$ cat src/rtl/sqe_pkg.sv
package sqe_pkg;

  typedef enum logic [1:0] {
    PORT_ATTACH = 2'd0,
    PORT_SERIAL = 2'd1,
    PORT_DIRECT = 2'd2,
    PORT_SPARE  = 2'd3
  } port_sel_e;

  typedef enum logic {
    ST_IDLE = 1'b0,
    ST_WAIT = 1'b1
  } win_state_e;

  // strobes from control to datapath
  typedef struct packed {
    logic cntClear;
    logic cntStep;
    logic setSqeErr;
  } win_ctrl_t;

endpackage

$ cat src/rtl/sqe_datapath.sv
module sqe_datapath
  import sqe_pkg::*;
#(
  parameter int WINDOW_BITS = 40,
  parameter int STATUS_W    = 8,
  parameter int SQE_BIT     = 5,
  localparam int CNT_W      = $clog2(WINDOW_BITS)
) (
  input  logic                clk,
  input  logic                rstN,
  input  logic                bitTick,
  input  logic [1:0]          portSel,
  input  logic                attachTxActive,
  input  logic                serialTxEn,
  input  logic                attachColl,
  input  logic                serialColl,
  input  logic                maskWe,
  input  logic [STATUS_W-1:0] maskWdata,
  input  logic                statusRd,
  input  win_ctrl_t           ctrl,
  output logic                txFall,
  output logic                txNow,
  output logic                collNow,
  output logic                checkOn,
  output logic                windowDone,
  output logic [CNT_W-1:0]    winCount,
  output logic [STATUS_W-1:0] statusData,
  output logic                intN
);

  localparam int NUM_SRC = 2;
  localparam logic [CNT_W-1:0] LAST_CNT = CNT_W'(WINDOW_BITS - 1);

  logic [NUM_SRC-1:0] txSrc;
  logic [NUM_SRC-1:0] collSrc;
  logic [NUM_SRC-1:0] prevSrc;
  logic               prevSel;
  logic [STATUS_W-1:0] statusReg;
  logic [STATUS_W-1:0] maskReg;
  logic [STATUS_W-1:0] statusNext;

  assign txSrc   = {serialTxEn, attachTxActive};
  assign collSrc = {serialColl, attachColl};

  // one history flop per end-of-transmit source
  for (genvar s = 0; s < NUM_SRC; s++) begin : g_hist
    always_ff @(posedge clk) begin
      if (!rstN) prevSrc[s] <= 1'b0;
      else       prevSrc[s] <= txSrc[s];
    end
  end

  always_comb begin
    txNow   = 1'b0;
    prevSel = 1'b0;
    collNow = 1'b0;
    checkOn = 1'b0;
    case (port_sel_e'(portSel))
      PORT_ATTACH: begin
        txNow = txSrc[0]; prevSel = prevSrc[0]; collNow = collSrc[0]; checkOn = 1'b1;
      end
      PORT_SERIAL: begin
        txNow = txSrc[1]; prevSel = prevSrc[1]; collNow = collSrc[1]; checkOn = 1'b1;
      end
      default: begin
        checkOn = 1'b0;
      end
    endcase
  end

  assign txFall     = prevSel & ~txNow;
  assign windowDone = bitTick && (winCount == LAST_CNT);

  always_ff @(posedge clk) begin
    if (!rstN)              winCount <= '0;
    else if (ctrl.cntClear) winCount <= '0;
    else if (ctrl.cntStep)  winCount <= winCount + 1'b1;
  end

  always_ff @(posedge clk) begin
    if (!rstN)       maskReg <= '0;
    else if (maskWe) maskReg <= maskWdata;
  end

  always_comb begin
    statusNext = statusRd ? '0 : statusReg;
    if (ctrl.setSqeErr) statusNext[SQE_BIT] = 1'b1;
  end

  always_ff @(posedge clk) begin
    if (!rstN) statusReg <= '0;
    else       statusReg <= statusNext;
  end

  assign statusData = statusReg;
  assign intN       = ~|(statusReg & ~maskReg);

endmodule

$ cat src/rtl/sqe_control.sv
module sqe_control
  import sqe_pkg::*;
(
  input  logic      clk,
  input  logic      rstN,
  input  logic      bitTick,
  input  logic      txFall,
  input  logic      txNow,
  input  logic      collNow,
  input  logic      checkOn,
  input  logic      windowDone,
  output win_ctrl_t ctrl
);

  win_state_e state, stateNext;

  always_comb begin
    stateNext = state;
    ctrl      = '0;
    case (state)
      ST_IDLE: begin
        if (txFall && checkOn) begin
          stateNext     = ST_WAIT;
          ctrl.cntClear = 1'b1;
        end
      end
      ST_WAIT: begin
        if (!checkOn || collNow || txNow) begin
          stateNext = ST_IDLE;
        end else if (windowDone) begin
          stateNext      = ST_IDLE;
          ctrl.setSqeErr = 1'b1;
        end else if (bitTick) begin
          ctrl.cntStep = 1'b1;
        end
      end
      default: stateNext = ST_IDLE;
    endcase
  end

  always_ff @(posedge clk) begin
    if (!rstN) state <= ST_IDLE;
    else       state <= stateNext;
  end

endmodule

$ cat src/rtl/sqe_heartbeat_monitor.sv
module sqe_heartbeat_monitor
  import sqe_pkg::*;
#(
  parameter int WINDOW_BITS = 40,
  parameter int STATUS_W    = 8,
  parameter int SQE_BIT     = 5
) (
  input  logic                clk,
  input  logic                rstN,
  input  logic                bitTick,
  input  logic [1:0]          portSel,
  input  logic                attachTxActive,
  input  logic                serialTxEn,
  input  logic                attachColl,
  input  logic                serialColl,
  input  logic                maskWe,
  input  logic [STATUS_W-1:0] maskWdata,
  input  logic                statusRd,
  output logic [STATUS_W-1:0] statusData,
  output logic                intN
);

  localparam int CNT_W = $clog2(WINDOW_BITS);

  win_ctrl_t        ctrl;
  logic             txFall, txNow, collNow, checkOn, windowDone;
  logic [CNT_W-1:0] winCount;

  sqe_datapath #(
    .WINDOW_BITS(WINDOW_BITS), .STATUS_W(STATUS_W), .SQE_BIT(SQE_BIT)
  ) uDp (
    .clk(clk), .rstN(rstN), .bitTick(bitTick), .portSel(portSel),
    .attachTxActive(attachTxActive), .serialTxEn(serialTxEn),
    .attachColl(attachColl), .serialColl(serialColl),
    .maskWe(maskWe), .maskWdata(maskWdata), .statusRd(statusRd),
    .ctrl(ctrl), .txFall(txFall), .txNow(txNow), .collNow(collNow),
    .checkOn(checkOn), .windowDone(windowDone), .winCount(winCount),
    .statusData(statusData), .intN(intN)
  );

  sqe_control uCtl (
    .clk(clk), .rstN(rstN), .bitTick(bitTick), .txFall(txFall),
    .txNow(txNow), .collNow(collNow), .checkOn(checkOn),
    .windowDone(windowDone), .ctrl(ctrl)
  );

endmodule

$ cat config.mk
export PLATFORM = sky130hd
export DESIGN_NAME = sqe_heartbeat_monitor
export DESIGN_NICKNAME = d
export VERILOG_FILES = /design/src/rtl/sqe_pkg.sv /design/src/rtl/sqe_datapath.sv /design/src/rtl/sqe_control.sv /design/src/rtl/sqe_heartbeat_monitor.sv
export SDC_FILE = /design/constraint.sdc
export NUM_CORES = 1
export LEC_CHECK = 0
export BUFFER_PORTS_ARGS = -buffer_cell sky130_fd_sc_hd__buf_2
export CORE_MARGIN = 3
export CORE_UTILIZATION = 43
export DETAILED_ROUTE_END_ITERATION = 6
export PLACE_DENSITY = 0.75
export SYNTH_ARGS = -nofsm -noshare
export SYNTH_HDL_FRONTEND = slang
export SYNTH_SLANG_ARGS = --single-unit
$ cat constraint.sdc
create_clock -name clk -period 1.6 [get_ports clk]
set_clock_uncertainty 0.05 [all_clocks]
set_input_delay 0.08 -clock clk [delete_from_list [all_inputs] [get_ports clk]]
set_output_delay 0.08 -clock clk [all_outputs]
set_load 0.01 [all_outputs]
Word level (Yosys, flattened, before mapping) --
Index checks and enable logic that the tools add are counted.
Storage, ports and cells: output and inout port bits 9, word-level logic and storage cells 42, input port bits 19, register bits after elaboration 18
Cells by class: add/subtract/negate cells 1, bitwise operators 6, mux-type cells 16, reductions and logical operators 11, equal/unequal tests 2
Operator list (number):
- 1-bit 2-to-1 mux | 9
- 6-bit by 8-bit AND with 8-bit output | 1
- 8-bit NOT | 1
- 1-bit case mux with 2 select lines | 4
- 8-bit OR reduction | 1
- 6-bit by 1-bit adder with 6-bit output (second input constant) | 1
- 6-bit == test (second input constant) | 1
- 6-bit 2-to-1 mux | 1
- 2-bit 2-to-1 mux | 2
- 2-bit OR reduction | 2
- 1-bit NOT | 3
- 2-bit by 1-bit == test with 1-bit output (second input constant) | 1
- 1-bit logical AND | 2
- 1-bit zero test | 2
- 2-bit zero test | 1
- 1-bit logical OR | 2
- 2-bit nonzero test | 1
- 1-bit AND | 1

Logic depth before layout (Yosys ltp) --
depth in word-level cells 9, mapped depth 5, gate-level depth less buffers 5

Hierarchy --
From an unflattened synthesis, not the netlist that was laid out.
Second synthesis, totals: cell total of the unflattened synthesis 63, area total of the unflattened synthesis 589.3 um2
Modules (own cells, without submodules):
- sqe_datapath | instances 1, area an instance 498.0 um2, cells an instance 55, seq. area each 200.2 um2
- sqe_control | instances 1, area an instance 91.3 um2, cells an instance 8, seq. area each 20.0 um2

Least setup slack after synthesis --
Ideal clock, no wire load.
path type flip-flop to flip-flop, start reg uCtl.state, end reg uDp.winCount[3], path buffers 0, data required time 1.480 ns, setup time 0.070 ns, data arrival time 1.256 ns, slack 0.224 ns, stages on the path, launching flop included 5, cell sequence dfxtp_1 > and3b_1 > o21ai_2 > or4_1 > a21oi_1
Between the ends: longest elaborated chain between the ends 2
Ends and longest elaborated chain:
- from (decl) | line sqe_control.sv:15 | win_state_e state, stateNext;
- from (signal assigned) | line sqe_control.sv:43 | else state <= stateNext;
- 1-bit 2-to-1 mux | line sqe_control.sv:20 | case (state)
- 2-bit OR reduction (no line)
- to (signal assigned) | line sqe_datapath.sv:77 | else if (ctrl.cntStep) winCount <= winCount + 1'b1;
- to (decl) | line sqe_datapath.sv:26 | output logic [CNT_W-1:0] winCount,
Several ways; a longest one is shown, not always the timed one. A chain may end at the register's enable or synchronous reset.

Final worst setup path --
Same ends and word-level chain as after synthesis.

==> flow_summary_export.csv <==
group,metric,value,unit
outcome,status,"complete, no violations",
logic_synthesis,syn_area,577,µm²
floorplanning,std_cell_rows,12,
worst_setup_path,endpoint_kind,"flop",
timing,maxSlewViolCount,0,
pwr,internal_power,398,µW
logic_synthesis,synth_commonest_cells,"dfxtp_1 (11), buf_4 (7), nor2_1 (7)",
detailed_routing,drc_errors,0,
pwr,ir_drop,0.370,mV
floorplanning,die_area,1820,µm²
timing,setup_viol,0,
worst_setup_path,crit_required,1.75,ns
floorplanning,start_util,48.6,%
global_routing,grt.total_usage,11.5,%
worst_setup_path,crit_type,"flop to flop",
pwr,leakage,0.000287,µW
logic_synthesis,synth_top_area_share,38.2,%
timing,max_freq,675,MHz
detailed_routing,drtIter0Drc,1,
worst_setup_path,cpLargestDelayFamily,"simple AND/OR/NAND/NOR gates",
pwr,pwr_density_cell,760,nW/µm²
pwr,switchingPower,121,µW
worst_hold_path,min_path_type,"input pin to flop",
detailed_routing,firstDrtPassIters,4,
worst_setup_path,cp_max_fo,8,
global_routing,antenna_found_initial,0,
detailed_routing,avgViaCountPerCell,4.98,
pwr,p_seq_share,54.0,%
logic_synthesis,synth_cell_types,31,
logic_synthesis,synth_ff_type,"dfxtp_1",
cells_and_area,area_delta_synth_final,18.4,%
worst_setup_path,critPathLaunchType,"flop",
cells_and_area,final_cell_area,683,µm²
cells_and_area,antenna_cells,0,
cells_and_area,nNetsFinal,104,
job,cap_violations,0,
global_routing,grt_pass1_wl,1610,µm
logic_synthesis,ys_seq_area_share,38.2,%
global_routing,first_global_vias,410,
timing,timing.hold.ws,0.0138,ns
logic_synthesis,yosysWarningCount,0,
clock_network,cts-htree-levels,1,
logic_synthesis,ys_seq_elements,11,
logic_synthesis,synth_area_leaders,"dfxtp_1 (38%), buf_4 (9.1%), a21oi_1 (5.2%)",
worst_setup_path,crit_path_max_incr_delay,0.51,ns
worst_setup_path,crit_chain,"and3b_1 > o21ai_2 > or4_1 > a21oi_1",
clock_network,clock_latency,0.26,ns
logic_synthesis,synth_edf_count,0,
timing,rsz0062_at_grt,"no",
timing,hold_viol_final,0,
pwr,switching_share,23.3,%
floorplanning,ios,28,
clock_network,clkSinkCount,11,
floorplanning,core,1190,µm²
logic_synthesis,synth.most_common_cell,"dfxtp_1",
detailed_routing,wl_per_cell,10.5,µm
placement,place_congestion,0.684,
timing,period_needed,1.48,ns
placement,io_buffers,13,
floorplanning,die_y,42.6,µm
pwr,power.share.clock,36.0,%
global_routing,grt_max_degree,9,
clock_network,numCtsBuffers,3,
logic_synthesis,synthArstFlopShare,0,%
placement,place_area,644,µm²
clock_network,cts_tree,"built",
worst_setup_path,crit_arrival,1.63,ns
worst_setup_path,cp_slowest_cell,"or4_1",
cells_and_area,drive_gt1_share,27.7,%
placement,place_hpwl,779,µm
detailed_routing,antenna_left,0,
clock_network,clock-root-buffer,"clkbuf_4",
timing,setup_tns,0,ns
pwr,combPwrFrac,10.0,%
logic_synthesis,synth_area_per_cell,9.01,µm²
timing,fin_crit_sh,92.6,%
logic_synthesis,postSynthCellCount,64,
clock_network,cts.clk_slew.worst_paths,0.07,ns
worst_setup_path,cp_num_buf_inv,0,
logic_synthesis,yosysTopAreaCell,"dfxtp_1",
global_routing,overflow,0,
clock_network,clock_path_buffers,2,
detailed_routing,totalWireLength,1020,µm
detailed_routing,vias,483,
floorplanning,die_x,42.6,µm
-- flip-flops by register name, indices dropped and copies added, names as in the netlist --
name            flops
uCtl.state          1
uDp.maskReg         1
uDp.prevSrc         2
uDp.statusData      1
uDp.winCount        6
-- cells in the final DEF (no fill, tap or decap), drive strengths merged, types with 2 or more instances in the layout --
cell type  count
buf           15
dfxtp         11
conb           7
nor2           7
a21oi          6
o21ai          4
clkbuf         4
inv            2
o31ai          2
or4            2
nor2b          2
-- stage by stage --
step / util (%) / cells / worst slack, ns / power (µW)
finish: 57.6 / 97 / 0.118 / 519
detailed placement: 54.3 / 92 / 0.0976 / 336
global route: 57.6 / 97 / 0.0119 / 546
CTS: 57.4 / 97 / 0.0816 / 525
floorplan: - / 70 / 0.224 / 323
global placement: 54.3 / 92 / 0.141 / 335
-- per-layer routing --
layer	track usage, %	part of all wire, %
met1	14.1	44
met2	18.6	49
met3	2.58	6.4
met4	5.59	0.59
met5	0	0
-- cells by family after synthesis --
kind of cell             count (synthesis)  synth area share (%)
adder cells (fa/ha/maj)                  1                  2.17
multiplexers                             1                  1.74
flip-flops                              11                  38.2
other                                    1                 0.650
XOR/XNOR                                 1                  1.52
buffers and inverters                    9                  10.4
AO/OA/AOI/OAI                           18                  20.8
AND/OR/NAND/NOR                         22                  24.5
-- worst paths after layout --
path | from | to | slack, ns | cells after the start
hold / removal | maskWdata[5] | uDp.maskReg[5] | 0.01 | 3
hold reg to reg | uDp.winCount[5] | uDp.winCount[5] | 0.44 | 2
setup / recovery | uCtl.state | uDp.winCount[3] | 0.12 | 4
setup reg to reg | uCtl.state | uDp.winCount[3] | 0.12 | 4
-- worst reg2reg max path: cells and delay by family, from the launching register on --
kind            cells  cell delay [ns]
simple gates        2             0.73
compound gates      2             0.27
flops               1             0.36
-- area by class of cell --
class / instances / area, µm²
fillers: 105 / 503
multi-input cells: 50 / 322
clock buffers: 4 / 26.3
repair buffers: 16 / 90.1
flip-flops and latches: 11 / 220
well taps: 14 / 17.5
inverters: 2 / 7.51
-- power by group through the flow --
stage / registers [µW] / clock network (µW) / logic, µW
floorplan: 286 / 0 / 37.2
global placement: 287 / 0 / 48.5
detailed placement: 287 / 0 / 49.7
CTS: 280 / 193 / 51.5
global route: 281 / 207 / 58.2
finish: 280 / 187 / 51.9
-- what timing repair did --
action | 4_1_cts | 5_1_grt
hold buffers | 1 | 0
gates resized for setup | 0 | 1
buffers inserted | 0 | 0
setup endpoints to repair | 0 | 1
endpoints found under the hold margin | 1 | 0
No activity file was read; power rests on OpenSTA's default activity.
